## config.mk

```make
export PLATFORM = sky130hd
export DESIGN_NAME = cfg_image_loader
export DESIGN_NICKNAME = d
export VERILOG_FILES = /design/src/rtl/cfg_loader_pkg.sv /design/src/rtl/cfg_mark_scan.sv /design/src/rtl/cfg_poller.sv /design/src/rtl/cfg_span_timer.sv /design/src/rtl/cfg_image_loader.sv
export SDC_FILE = /design/constraint.sdc
export NUM_CORES = 1
export LEC_CHECK = 0
export BUFFER_PORTS_ARGS = -buffer_cell sky130_fd_sc_hd__clkbuf_2
export CAP_MARGIN = 20
export CORE_MARGIN = 3
export CORE_UTILIZATION = 50
export DETAILED_ROUTE_END_ITERATION = 8
export GPL_TIMING_DRIVEN = 0
export PLACE_DENSITY = 0.69
export SETUP_SLACK_MARGIN = 0.15
export SLEW_MARGIN = 20
export SYNTH_ARGS = -nofsm -noshare
export SYNTH_HDL_FRONTEND = slang
export SYNTH_SLANG_ARGS = --single-unit
```

## constraint.sdc

```tcl
create_clock -name clk -period 4.2 [get_ports clk]
set_input_delay 0.21 -clock clk [delete_from_list [all_inputs] [get_ports clk]]
set_output_delay 0.21 -clock clk [all_outputs]
set_load 0.01 [all_outputs]
```

## src/rtl/cfg_loader_pkg.sv

```systemverilog
package cfg_loader_pkg;

  typedef enum logic [3:0] {
    S_IDLE, S_SCAN, S_RST, S_RLD, S_PROG, S_WINIT, S_FHI, S_FLO,
    S_WAITW, S_WRITE, S_CHECK, S_WDONE, S_FRST, S_FRLD, S_OK, S_ERR
  } ld_state_t;

  typedef enum logic [1:0] {
    ERR_IMAGE = 2'd0,
    ERR_INIT  = 2'd1,
    ERR_WRITE = 2'd2,
    ERR_DONE  = 2'd3
  } ld_err_t;

  localparam logic [7:0] MARK_B0 = 8'hFF;
  localparam logic [7:0] MARK_B1 = 8'h20;

  // true when the pair (a,b) is the start marker
  function automatic logic is_mark(input logic [7:0] a, input logic [7:0] b);
    return (a == MARK_B0) && (b == MARK_B1);
  endfunction

  // true when the byte count from off up to len is even
  function automatic logic tail_is_even(input logic [31:0] len, input logic [31:0] off);
    logic [31:0] d;
    d = len - off;
    return ~d[0];
  endfunction

  function automatic logic [15:0] join_bytes(input logic [7:0] hi, input logic [7:0] lo);
    return {hi, lo};
  endfunction

  function automatic int unsigned max2(input int unsigned a, input int unsigned b);
    return (a > b) ? a : b;
  endfunction

endpackage

```

## src/rtl/cfg_mark_scan.sv

```systemverilog
module cfg_mark_scan
  import cfg_loader_pkg::*;
#(
  parameter int LEN_W = 12
) (
  input  logic             clk,
  input  logic             rst_n,
  input  logic             go,
  input  logic [LEN_W-1:0] len,
  input  logic [7:0]       rd_data,
  output logic [LEN_W-1:0] rd_addr,
  output logic             done,
  output logic             found,
  output logic [LEN_W-1:0] offset
);

  logic             run_q;
  logic             pv_q;
  logic [LEN_W-1:0] idx_q;
  logic [7:0]       prev_q;
  logic             at_end;
  logic             hit;

  assign rd_addr = idx_q;
  assign at_end  = run_q && (idx_q >= len);
  assign hit     = run_q && !at_end && pv_q && is_mark(prev_q, rd_data);

  always_ff @(posedge clk) begin
    if (!rst_n) begin
      run_q  <= 1'b0;
      pv_q   <= 1'b0;
      idx_q  <= '0;
      prev_q <= '0;
      done   <= 1'b0;
      found  <= 1'b0;
      offset <= '0;
    end else begin
      done <= 1'b0;
      if (go) begin
        run_q <= 1'b1;
        pv_q  <= 1'b0;
        idx_q <= '0;
        found <= 1'b0;
      end else if (run_q) begin
        if (at_end) begin
          run_q <= 1'b0;
          done  <= 1'b1;
          found <= 1'b0;
        end else if (hit) begin
          run_q  <= 1'b0;
          done   <= 1'b1;
          found  <= 1'b1;
          offset <= idx_q - LEN_W'(1);
        end else begin
          prev_q <= rd_data;
          pv_q   <= 1'b1;
          idx_q  <= idx_q + LEN_W'(1);
        end
      end
    end
  end


  mark_in_range_chk: assert property (@(posedge clk) disable iff (!rst_n)
    (done && found) |-> (offset < len));

endmodule

```

## src/rtl/cfg_poller.sv

```systemverilog
module cfg_poller #(
  parameter int INTERVAL = 8,
  parameter int TRY_W    = 8
) (
  input  logic             clk,
  input  logic             rst_n,
  input  logic             clr,
  input  logic             en,
  input  logic [TRY_W-1:0] limit,
  input  logic             cond,
  output logic             hit,
  output logic             expire
);

  localparam int PC_W = (INTERVAL > 1) ? $clog2(INTERVAL) : 1;

  logic [PC_W-1:0]  pc_q;
  logic [TRY_W-1:0] tries_q;
  logic             poll_now;
  logic             last_try;

  assign poll_now = en && (pc_q == '0);
  assign last_try = (tries_q == (limit - TRY_W'(1)));
  assign hit      = poll_now && cond;
  assign expire   = poll_now && !cond && last_try;

  always_ff @(posedge clk) begin
    if (!rst_n || clr) begin
      pc_q    <= '0;
      tries_q <= '0;
    end else if (poll_now && !cond && !last_try) begin
      tries_q <= tries_q + TRY_W'(1);
      pc_q    <= PC_W'(INTERVAL - 1);
    end else if (en && (pc_q != '0)) begin
      pc_q <= pc_q - PC_W'(1);
    end
  end


  try_bound_chk: assert property (@(posedge clk) disable iff (!rst_n)
    (en && !clr) |-> (tries_q < limit));

endmodule

```

## src/rtl/cfg_span_timer.sv

```systemverilog
module cfg_span_timer #(
  parameter int W = 4
) (
  input  logic         clk,
  input  logic         rst_n,
  input  logic         load,
  input  logic [W-1:0] val,
  output logic         zero
);

  logic [W-1:0] cnt_q;

  assign zero = (cnt_q == '0);

  always_ff @(posedge clk) begin
    if (!rst_n)             cnt_q <= '0;
    else if (load)          cnt_q <= val;
    else if (cnt_q != '0)   cnt_q <= cnt_q - W'(1);
  end


  span_step_chk: assert property (@(posedge clk) disable iff (!rst_n)
    ($past(!load) && ($past(cnt_q) != '0)) |-> (cnt_q == $past(cnt_q) - W'(1)));

endmodule

```

## src/rtl/cfg_image_loader.sv

```systemverilog
module cfg_image_loader
  import cfg_loader_pkg::*;
#(
  parameter int LEN_W      = 12,
  parameter int PULSE_CYC  = 4,
  parameter int POLL_CYC   = 8,
  parameter int FIX_DLY    = 6,
  parameter int INIT_TRIES = 50,
  parameter int RDY_TRIES  = 100,
  parameter int DONE_TRIES = 200,
  parameter int ATTEMPTS   = 3,
  parameter int NEW_VER    = 5
) (
  input  logic             clk,
  input  logic             rst_n,
  input  logic             start,
  input  logic [LEN_W-1:0] img_len,
  output logic [LEN_W-1:0] img_addr,
  input  logic [7:0]       img_data,
  input  logic             dev_init,
  input  logic             dev_txrdy,
  input  logic [3:0]       dev_ver,
  input  logic             dev_done,
  output logic             lbus_rst,
  output logic             reload,
  output logic             prog,
  output logic             cfg_wr,
  output logic [15:0]      cfg_wdata,
  output logic             busy,
  output logic             ok,
  output logic             err,
  output logic [1:0]       err_code
);

  localparam int TRY_MAX  = int'(max2(max2(INIT_TRIES, RDY_TRIES), DONE_TRIES));
  localparam int TRY_W    = $clog2(TRY_MAX + 1);
  localparam int SPAN_MAX = int'(max2(PULSE_CYC, FIX_DLY));
  localparam int SPAN_W   = $clog2(SPAN_MAX + 1);
  localparam int ATT_W    = (ATTEMPTS > 1) ? $clog2(ATTEMPTS) : 1;
  localparam logic [SPAN_W-1:0] PULSE_LD = SPAN_W'(PULSE_CYC - 1);
  localparam logic [SPAN_W-1:0] FIX_LD   = SPAN_W'(FIX_DLY - 1);
  localparam logic [TRY_W-1:0]  INIT_LIM = TRY_W'(INIT_TRIES);
  localparam logic [TRY_W-1:0]  RDY_LIM  = TRY_W'(RDY_TRIES);
  localparam logic [TRY_W-1:0]  DONE_LIM = TRY_W'(DONE_TRIES);
  localparam logic [3:0]        VER_HS   = 4'(NEW_VER);

  ld_state_t        st_q, st_n;
  logic [ATT_W-1:0] attempt_q;
  logic [LEN_W-1:0] wp_q, base_q, len_q;
  logic [7:0]       hi_q, lo_q;
  logic             new_mode_q;
  logic             ok_q, err_q;
  ld_err_t          code_q;

  // named internal events
  logic             start_acc;
  logic             attempt_fail;
  ld_err_t          fail_code;
  logic             final_try;
  logic             last_word;
  logic             scan_go, scan_done, scan_found, scan_ok;
  logic [LEN_W-1:0] scan_addr, scan_off;
  logic             poll_clr, poll_en, poll_cond, poll_hit, poll_exp;
  logic [TRY_W-1:0] poll_lim;
  logic             span_load, span_zero;
  logic [SPAN_W-1:0] span_val;

  cfg_mark_scan #(.LEN_W(LEN_W)) u_scan (
    .clk(clk), .rst_n(rst_n), .go(scan_go), .len(len_q), .rd_data(img_data),
    .rd_addr(scan_addr), .done(scan_done), .found(scan_found), .offset(scan_off)
  );

  cfg_poller #(.INTERVAL(POLL_CYC), .TRY_W(TRY_W)) u_poll (
    .clk(clk), .rst_n(rst_n), .clr(poll_clr), .en(poll_en), .limit(poll_lim),
    .cond(poll_cond), .hit(poll_hit), .expire(poll_exp)
  );

  cfg_span_timer #(.W(SPAN_W)) u_span (
    .clk(clk), .rst_n(rst_n), .load(span_load), .val(span_val), .zero(span_zero)
  );

  assign start_acc = start && ((st_q == S_IDLE) || (st_q == S_OK) || (st_q == S_ERR));
  assign scan_ok   = scan_found && tail_is_even(32'(len_q), 32'(scan_off));
  assign final_try = (attempt_q == ATT_W'(ATTEMPTS - 1));
  assign last_word = (({1'b0, wp_q} + (LEN_W+1)'(2)) >= {1'b0, len_q});

  always_comb begin
    st_n         = st_q;
    scan_go      = 1'b0;
    span_load    = 1'b0;
    span_val     = PULSE_LD;
    poll_clr     = 1'b1;
    poll_en      = 1'b0;
    poll_lim     = INIT_LIM;
    poll_cond    = dev_init;
    attempt_fail = 1'b0;
    fail_code    = ERR_INIT;
    case (st_q)
      S_IDLE, S_OK, S_ERR: if (start_acc) begin st_n = S_SCAN; scan_go = 1'b1; end
      S_SCAN: if (scan_done) begin
        if (scan_ok) begin st_n = S_RST; span_load = 1'b1; end
        else st_n = S_ERR;
      end
      S_RST:  if (span_zero) begin st_n = S_RLD; span_load = 1'b1; end
      S_RLD:  if (span_zero) begin st_n = S_PROG; span_load = 1'b1; end
      S_PROG: if (span_zero) st_n = S_WINIT;
      S_WINIT: begin
        poll_clr = 1'b0; poll_en = 1'b1;
        if (poll_hit) st_n = S_FHI;
        else if (poll_exp) begin attempt_fail = 1'b1; fail_code = ERR_INIT; end
      end
      S_FHI: st_n = S_FLO;
      S_FLO: begin
        st_n = S_WAITW;
        if (!new_mode_q) begin span_load = 1'b1; span_val = FIX_LD; end
      end
      S_WAITW: begin
        if (new_mode_q) begin
          poll_clr = 1'b0; poll_en = 1'b1; poll_lim = RDY_LIM; poll_cond = dev_txrdy;
          if (poll_hit) st_n = S_WRITE;
          else if (poll_exp) begin attempt_fail = 1'b1; fail_code = ERR_WRITE; end
        end else if (span_zero) st_n = S_WRITE;
      end
      S_WRITE: st_n = S_CHECK;
      S_CHECK: begin
        if (!dev_init) begin attempt_fail = 1'b1; fail_code = ERR_WRITE; end
        else if (last_word) st_n = S_WDONE;
        else st_n = S_FHI;
      end
      S_WDONE: begin
        poll_clr = 1'b0; poll_en = 1'b1; poll_lim = DONE_LIM; poll_cond = dev_done;
        if (poll_hit) begin st_n = S_FRST; span_load = 1'b1; end
        else if (poll_exp) begin attempt_fail = 1'b1; fail_code = ERR_DONE; end
      end
      S_FRST: if (span_zero) begin st_n = S_FRLD; span_load = 1'b1; end
      S_FRLD: if (span_zero) st_n = S_OK;
      default: st_n = S_IDLE;
    endcase
    if (attempt_fail) begin
      if (final_try) st_n = S_ERR;
      else begin st_n = S_RST; span_load = 1'b1; span_val = PULSE_LD; end
    end
  end

  always_ff @(posedge clk) begin
    if (!rst_n) begin
      st_q       <= S_IDLE;
      attempt_q  <= '0;
      wp_q       <= '0;
      base_q     <= '0;
      len_q      <= '0;
      hi_q       <= '0;
      lo_q       <= '0;
      new_mode_q <= 1'b0;
      ok_q       <= 1'b0;
      err_q      <= 1'b0;
      code_q     <= ERR_IMAGE;
    end else begin
      st_q <= st_n;
      if (start_acc) begin
        ok_q      <= 1'b0;
        err_q     <= 1'b0;
        attempt_q <= '0;
        len_q     <= img_len;
      end
      if ((st_q == S_SCAN) && scan_done) begin
        if (scan_ok) begin base_q <= scan_off; wp_q <= scan_off; end
        else begin err_q <= 1'b1; code_q <= ERR_IMAGE; end
      end
      if ((st_q == S_WINIT) && poll_hit) new_mode_q <= (dev_ver == VER_HS);
      if (st_q == S_FHI) hi_q <= img_data;
      if (st_q == S_FLO) lo_q <= img_data;
      if ((st_q == S_CHECK) && dev_init && !last_word) wp_q <= wp_q + LEN_W'(2);
      if (attempt_fail) begin
        if (final_try) begin err_q <= 1'b1; code_q <= fail_code; end
        else begin attempt_q <= attempt_q + ATT_W'(1); wp_q <= base_q; end
      end
      if ((st_q == S_FRLD) && span_zero) ok_q <= 1'b1;
    end
  end

  always_comb begin
    case (st_q)
      S_SCAN:  img_addr = scan_addr;
      S_FHI:   img_addr = wp_q;
      S_FLO:   img_addr = wp_q + LEN_W'(1);
      default: img_addr = '0;
    endcase
  end

  assign lbus_rst  = (st_q == S_RST) || (st_q == S_FRST);
  assign reload    = (st_q == S_RLD) || (st_q == S_FRLD);
  assign prog      = (st_q == S_PROG);
  assign cfg_wr    = (st_q == S_WRITE);
  assign cfg_wdata = join_bytes(hi_q, lo_q);
  assign busy      = !((st_q == S_IDLE) || (st_q == S_OK) || (st_q == S_ERR));
  assign ok        = ok_q;
  assign err       = err_q;
  assign err_code  = code_q;


  pins_onehot_chk: assert property (@(posedge clk) disable iff (!rst_n)
    $onehot0({lbus_rst, reload, prog}));

  prog_after_reload_chk: assert property (@(posedge clk) disable iff (!rst_n)
    $rose(prog) |-> $past(reload));

  ok_after_reload_chk: assert property (@(posedge clk) disable iff (!rst_n)
    $rose(ok) |-> $past(reload));

  retry_from_mark_chk: assert property (@(posedge clk) disable iff (!rst_n)
    (attempt_fail && !final_try) |=> (lbus_rst && (wp_q == base_q)));

  ok_err_excl_chk: assert property (@(posedge clk) disable iff (!rst_n)
    !(ok && err));

  start_busy_chk: assert property (@(posedge clk) disable iff (!rst_n)
    start_acc |=> busy);

  wr_in_busy_chk: assert property (@(posedge clk) disable iff (!rst_n)
    cfg_wr |-> busy);

endmodule

```

# Word-level counts from Yosys, hierarchy flattened
# Index checks and enable logic that the tools add are counted.
# op_classes
n_addsub	11
order_cmp	2
n_eq_ne	32
n_mux	83
bitwise	6
n_reduce_logical	49
# ops
operator	count
2-to-1 mux 4 bit	17
2-to-1 mux 12 bit	5
one-hot mux 4 bit (14 select lines)	1
one-hot mux 12 bit (3 select lines)	1
== test 4 bit (second input constant)	8
2-to-1 mux 1 bit	30
2-to-1 mux 2 bit	13
adder 12 x 1 -> 12 bit (second input constant)	2
2-to-1 mux 3 bit	8
inequality test 3 bit (second input constant)	8
== test 4 x 3 -> 1 bit (second input constant)	5
logical AND 1 bit	18
one-hot mux 8 bit (2 select lines)	1
adder 12 x 2 -> 13 bit (second input constant)	1
greater-or-equal comparator 13 x 12 -> 1 bit	1
adder 12 x 2 -> 12 bit (second input constant)	1
greater-or-equal comparator 12 bit	1
AND reduction 12 bit	1
subtractor 12 x 1 -> 12 bit (second input constant)	1
OR reduction 3 bit	3
adder 8 x 1 -> 8 bit (second input constant)	1
== test 4 x 2 -> 1 bit (second input constant)	2
== test 8 x 6 -> 1 bit (second input constant)	1
== test 8 bit	1
26 further kinds	52
# totals
reg_bits	113

# Longest topological paths before layout
# Gate-level depths: netlist of the first run.
# depth
word_depth	12
ltp_mapped	13
ltp_nobuf	12

# Hierarchy
# From an unflattened synthesis of the first run, not the netlist that was laid out.
# unflattened
cells_unflattened	857
area_unflattened_um2	6851.6
# by_module_without_submodules
mod	instances	cells_per_inst	area_per_inst_um2	seq_area_each_um2
cfg_image_loader	1	502	3767.4	1261.2
cfg_mark_scan	1	225	2024.4	720.7
cfg_poller	1	108	854.6	220.2
cfg_span_timer	1	22	205.2	60.1

# Worst setup path before layout of the first run
# Ideal clock, no wire load.
# synth_path
path_kind	reg-to-reg
from	register wp_q[1]
to	register wp_q[8]
arrival_time_ns	2.960
t_required_ns	4.129
setup_slack_ns	1.169
path_stages_with_launch	13
synth_period_minus_slack_ns	3.031
path_cell_list	dfxtp_1 > ha_1 > and3_1 > nand3_1 > xnor2_1 > ha_1 > o21ai_0 > nor2_1 > a2111oi_0 > nand4_1 > o2111a_1 > a211o_1 > a21oi_1
# synth_via
elab_chain_len	7
# synth_rtl
element	line_no	rtl
start: declaration	cfg_image_loader.sv:49	logic [LEN_W-1:0] wp_q, base_q, len_q;
start signal: assignment	cfg_image_loader.sv:167	if (scan_ok) begin base_q <= scan_off; wp_q <= scan_off; end
start signal: assignment	cfg_image_loader.sv:173	if ((st_q == S_CHECK) && dev_init && !last_word) wp_q <= wp_q + LEN_W'(2);
start signal: assignment	cfg_image_loader.sv:176	else begin attempt_q <= attempt_q + ATT_W'(1); wp_q <= base_q; end
adder 12 x 2 -> 13 bit	cfg_image_loader.sv:85	assign last_word = (({1'b0, wp_q} + (LEN_W+1)'(2)) >= {1'b0, len_q});
greater-or-equal comparator 13 x 12 -> 1 bit	cfg_image_loader.sv:85	
logical NOT 1 bit	cfg_image_loader.sv:173	
logical AND 1 bit	cfg_image_loader.sv:173	
2-to-1 mux 12 bit *	cfg_image_loader.sv:173	
2-to-1 mux 12 bit	cfg_image_loader.sv:175	if (final_try) begin err_q <= 1'b1; code_q <= fail_code; end
2-to-1 mux 12 bit *	cfg_image_loader.sv:174	if (attempt_fail) begin
# Every way passes the cells marked *; elsewhere a longest branch is shown, timed or not.
# A chain may end at the register's enable or synchronous reset.

# Worst setup path after layout of the first run
# Same ends and word-level chain as after synthesis.

==> flow_summary.toml, run 1 <==
[outcome]
status = "finished with violations"
failed_checks = "negative hold slack"

[placed_design]
routabilityCongestion = 0.930
dp_hpwl_um = 14200
place_area_mm2 = 0.00721
post-place-cells = 1087
io_buffers = 65
post-place-ws_ns = 0.430

[yosys]
synth_ff_type = "dfxtp_1"
ys_ff_latch = 113
ys_async_sr_fraction_pct = 0
synth_edf_count = 0
synth_area_leaders = "dfxtp_1, nand2_1, ha_1, a21oi_1, xnor2_1"
synth_area_mm2 = 0.00667
yosys.area.top_type_share_pct = 33.9
syn_area_per_cell_um2 = 7.84
ys_warn_count = 0
synthCells = 850
synth_nets = 914
synth_cell_types = 75
yosys.area.top_type = "dfxtp_1"
ys_seq_area_share_pct = 33.9

[min_path]
min_path_type = "input port to flip-flop"
hold_depth = 3

[sta]
fin_crit_ns = 3.81
slew_violations = 0
setup_viol = 0
slew_headroom_pct = 38.1
post-route-period-util_pct = 90.8
hold_ws_ns = -0.000661
tns_ns = 0
fin_ws_ns = 0.388
grt_setup_unrepaired = "no"
hold_violations = 1
worstMarginPinSlew_ns = 0.924
finClkSkew_ns = 0.00649
fmax_mhz = 262

[global_route]
antenna_found_initial = 0
grt_pass1_wl_um = 30700
grt-ovfl-total = 0
grt_pass1_vias = 5919
grt_max_degree = 17
grtUsageTotal_pct = 26.6

[setup_path]
path_depth = 11
path_cells = "ha_1 > nand3_1 > or3_1 > nor2_1 > xnor2_1 > ha_1 > a31oi_1 > nand3_1 > o2111a_1 > a211o_1 > a21oi_1"
rr_worst_depth = 11
critical_path.max_fanout = 9
worstSetupEndpointType = "flip-flop"
cp_top_family = "compound AO/OA/AOI/OAI gates"
worstPathArrival_ns = 4.14
crit_path_start_kind = "flip-flop"
reg2reg_slack_ns = 0.39
critical_path_required_ns = 4.53
max_stage_delay_ns = 0.57
crit_buf_inv = 0
path_class = "flip-flop to flip-flop"
cp_slowest_cell = "a31oi_1"

[cts]
holdBufCountCts = 0
insertion_delay_ns = 0.43
clock_sinks = 113
cts_root_buf = "clkbuf_16"
cts_buffers = 17
htreeDepth = 4
cts-resized-gates = 0
clk_pin_slew_ns = 0.06
clockBufferDepth = 2
postCtsSetupBuffers = 0
cts_tree = "built"

[cells_and_area]
final_common_cell = "nand2_1"
mostFrequentLayoutCells = "nand2_1, dfxtp_1, a21oi_1"
diodes = 0
drive_above_1_share_pct = 13.1
final_area_mm2 = 0.00786
stdcell_count = 1120
area_growth_pct = 18.0
nets = 1000

[routing]
vias = 6553
postRouteAntennaNets = 0
drc_errors = 0
viasPerCell = 5.85
first_pass_iters = 6
drtIter0Drc = 734
routed_wl_um = 19300
routedWlPerCell_um = 17.2

[floorplanning]
die_h_um = 121
ios = 67
die_w_um = 121
core_area_mm2 = 0.0128
row_count = 41
start_util_pct = 52.0
die_area_mm2 = 0.0148

[power]
vdd_drop_max_mv = 0.314
powerDensity_mw_per_mm2 = 510
p_leak_uw = 0.00307

[job]
cap_viol_max_count = 0
## per-stage QoR
stage	utilization, %	power [uW]	hold slack [ns]
5_1_grt	61.3	4190	0.00471
2_1_floorplan	-	2090	0.346
6_report	61.3	4010	-0.000661
4_1_cts	61.2	3990	0.00108
3_5_place_dp	56.2	2410	0.441
3_3_place_gp	56.2	2410	0.438
## state kept, by name, indices dropped and copies added (netlist names), 2 cells and up
name	cells
attempt_q	2
base_q	12
err_code	2
hi_q	8
len_q	12
lo_q	8
st_q	4
u_poll.pc_q	3
u_poll.tries_q	8
u_scan.offset	12
u_scan.prev_q	8
u_scan.rd_addr	12
u_span.cnt_q	3
wp_q	12
## tightest hold or removal path, delay by kind of cell
kind | cells | cell delay [ns]
AND/OR/NAND/NOR | 1 | 0.04
buffers and inverters | 1 | 0.08
AO/OA/AOI/OAI | 1 | 0.05
## per-layer routing
layer	track usage, %	vias up	share of wire (%)
li1	-	3171	-
met1	37.6	3099	47
met2	39.4	240	45
met3	5.36	43	6.2
met4	10.8	0	2.7
met5	0	-	0
## cells by family after synthesis
logic type                 Yosys count  synth area share [%]
and+or+nand+nor                    356                  26.1
AOI/OAI and AO/OA                  192                  19.3
DFF                                113                  33.9
buffers and inverters               90                  5.31
xor gates and xnor gates            41                  5.39
adders and majority gates           34                  6.38
muxes                               24                  3.60
## synth_stat cells (3+ instances only)
cell and n:
or3_1 13, mux2i_1 24, o21a_1 4, and4_1 6
nand3b_1 3, o41ai_1 4, o2111a_1 3, ha_1 34
buf_2 4, a31oi_1 5, xnor2_1 32, nand3_1 20
nor2b_1 8, a221o_1 3, or4_1 8, nor2_1 44
inv_1 42, o211ai_1 12, nor4_1 5, o2111ai_1 6
buf_4 3, and3_1 11, nand4_1 15, dfxtp_1 113
a211oi_1 4, o31ai_1 7, clkbuf_1 38, o21ai_0 31
and2_1 9, nand2_1 176, nand2b_1 13, o22ai_1 3
a21o_1 4, xor2_1 9, nor3_1 12, a21oi_1 72
## final timing paths
kind                    start                to
max                   wp_q[1]           wp_q[8]
min                img_len[2]          len_q[2]
max reg2reg           wp_q[1]           wp_q[8]
min reg2reg  u_scan.prev_q[3]  u_scan.prev_q[3]
## where the power goes
group / switching (uW) / internal, uW / leakage (uW)
logic: 777 / 418 / 0.00186
clock network: 537 / 1050 / 0.000302
registers: 66.4 / 1160 / 0.000914
total: 1380 / 2630 / 0.00307
## cell type report
type	instances	area, um2
Buffer	47	193
Fill cell	1212	4960
Inverter	43	161
Tap cell	172	215
Multi-Input combinational cell	647	4050
Clock inverter	13	213
Timing Repair Buffer	67	340
Sequential cell	113	2260
Clock buffer	18	429
Power figures use the tool's default switching activity.
==> run 2: changes to the inputs <==
--- a/config.mk
+++ b/config.mk
@@ -11,7 +11,7 @@
 export CORE_UTILIZATION = 50
 export DETAILED_ROUTE_END_ITERATION = 8
 export GPL_TIMING_DRIVEN = 0
-export PLACE_DENSITY = 0.69
+export PLACE_DENSITY = 0.68
 export SETUP_SLACK_MARGIN = 0.15
 export SLEW_MARGIN = 20
 export SYNTH_ARGS = -nofsm -noshare
==> run 2 against run 1 <==
The flow now finishes without violations; die area stayed put; core utilization about the same; cell count grew 0.27%; via count is 1.4% lower; combinational power hardly changed; worst hold slack improved by 0.017 ns; first-iteration DRC count down 15%; critical endpoint is now wp_q[3]; critical path depth grew 1; highest routed layer unchanged; fmax increased by 2.1%; clock skew increased by 0.0052 ns.
==> flow_summary.toml, run 2 (same netlist as run 1, synthesis figures left out) <==
[cells_and_area]
nets = 1002
final_common_cell = "nand2_1"
drive_above_1_share_pct = 13.4
mostFrequentLayoutCells = "nand2_1, dfxtp_1, a21oi_1"
fin_util_pct = 61.3
diodes = 0
area_growth_pct = 17.9

[global_route]
grtUsageTotal_pct = 26.5
grt_max_degree = 17
grt_pass1_vias = 5860
grt_pass1_wl_um = 30700
antenna_found_initial = 0
grt-ovfl-total = 0

[floorplanning]
die_area_mm2 = 0.0148
row_count = 41
ios = 67
die_h_um = 121
die_w_um = 121
core_area_mm2 = 0.0128
start_util_pct = 52.0

[job]
cap_viol_max_count = 0

[sta]
fin_ws_ns = 0.467
slew_headroom_pct = 39.4
grt_setup_unrepaired = "no"
tns_ns = 0
post-route-period-util_pct = 88.9
finClkSkew_ns = 0.0117
slew_violations = 0
worstMarginPinSlew_ns = 0.905
hold_violations = 0
setup_viol = 0
fin_crit_ns = 3.73
fmax_mhz = 268

[cts]
clk_pin_slew_ns = 0.06
cts_buffers = 17
cts-resized-gates = 0
htreeDepth = 4
cts_tree = "built"
clock_sinks = 113
clockBufferDepth = 2
insertion_delay_ns = 0.42
cts_root_buf = "clkbuf_16"

[placed_design]
dp_hpwl_um = 14100
routabilityCongestion = 0.945
post-place-ws_ns = 0.375
io_buffers = 65

[routing]
viasPerCell = 5.75
routedWlPerCell_um = 17.2
drtIter0Drc = 623
first_pass_iters = 5
routed_wl_um = 19300
vias = 6462
drc_errors = 0
postRouteAntennaNets = 0

[setup_path]
crit-reg2reg-launch = "wp_q[1]"
crit_path_start_kind = "flip-flop"
rr_worst_depth = 12
worstSetupEndpointType = "flip-flop"
worstPathArrival_ns = 4.01
crit_end = "wp_q[3]"
critPathLaunch = "wp_q[1]"
worstReg2RegEnd = "wp_q[3]"
reg2reg_slack_ns = 0.47
critical_path.max_fanout = 9
critical_path_required_ns = 4.48
path_class = "flip-flop to flip-flop"

[power]
vdd_drop_max_mv = 0.415
p_total_uw = 3930
p_leak_uw = 0.00308
powerDensity_mw_per_mm2 = 500

[min_path]
min_path_type = "input port to flip-flop"

[outcome]
status = "completed"
[run 2: worst min path at each step]
stage	from	end	depth (start not counted)
3_5_place_dp	base_q[5]	base_q[5]	2
4_1_cts	img_len[2]	len_q[2]	3
5_1_grt	img_len[2]	len_q[2]	3
2_1_floorplan	img_len[10]	len_q[10]	2
6_report	img_len[2]	len_q[2]	3
3_3_place_gp	img_len[9]	len_q[9]	3
[run 2: layout make-up]
type                       count  area (um2)
tap                          172         215
clock inverter                14         180
fill                        1164        4970
sequential                   113        2260
timing repair buffer          69         358
inverter                      43         161
multi-input combinational    647        4050
buffer                        47         193
clock buffer                  18         439
[run 2: timing repair]
action | CTS | global route
endpoints found under the hold margin | 1 | 0
hold buffers | 1 | 0
setup endpoints to repair | 0 | 8
buffers inserted | 0 | 3
[run 2: critical path: stages (launching register included)]
cell       delay, ns
dfxtp_1         0.51
ha_1            0.29
and3_1          0.21
nand3_1         0.12
xnor2_1         0.33
ha_1            0.31
o21ai_0         0.16
nor2_1          0.06
a2111oi_0       0.57
a31o_2          0.33
nand2_1         0.26
o211ai_1        0.33
a21oi_1         0.10
[run 2: report_power, final]
group	total [uW]	internal [uW]	switching, uW
Combinational	1190	419	772
Sequential	1230	1160	66.1
Clock	1510	956	552
[run 2: metal layers]
metal	vias to the layer above	track usage, %	part of all wire (%)
li1	3188	-	-
met1	3028	35.9	46
met2	210	41.0	45
met3	36	6.20	6.1
met4	0	9.80	2.6
met5	-	0	0
[run 2: metrics by stage]
| step | area (um2) | cells | hold WS, ns |
|---|---|---|---|
| finish | 7860 | 1123 | 0.0168 |
| global route | 7860 | 1123 | 0.0110 |
| CTS | 7840 | 1120 | 0.00211 |
| detailed placement | 7210 | 1087 | 0.444 |
| global placement | 7210 | 1087 | 0.438 |
| floorplan | 6670 | 850 | 0.346 |
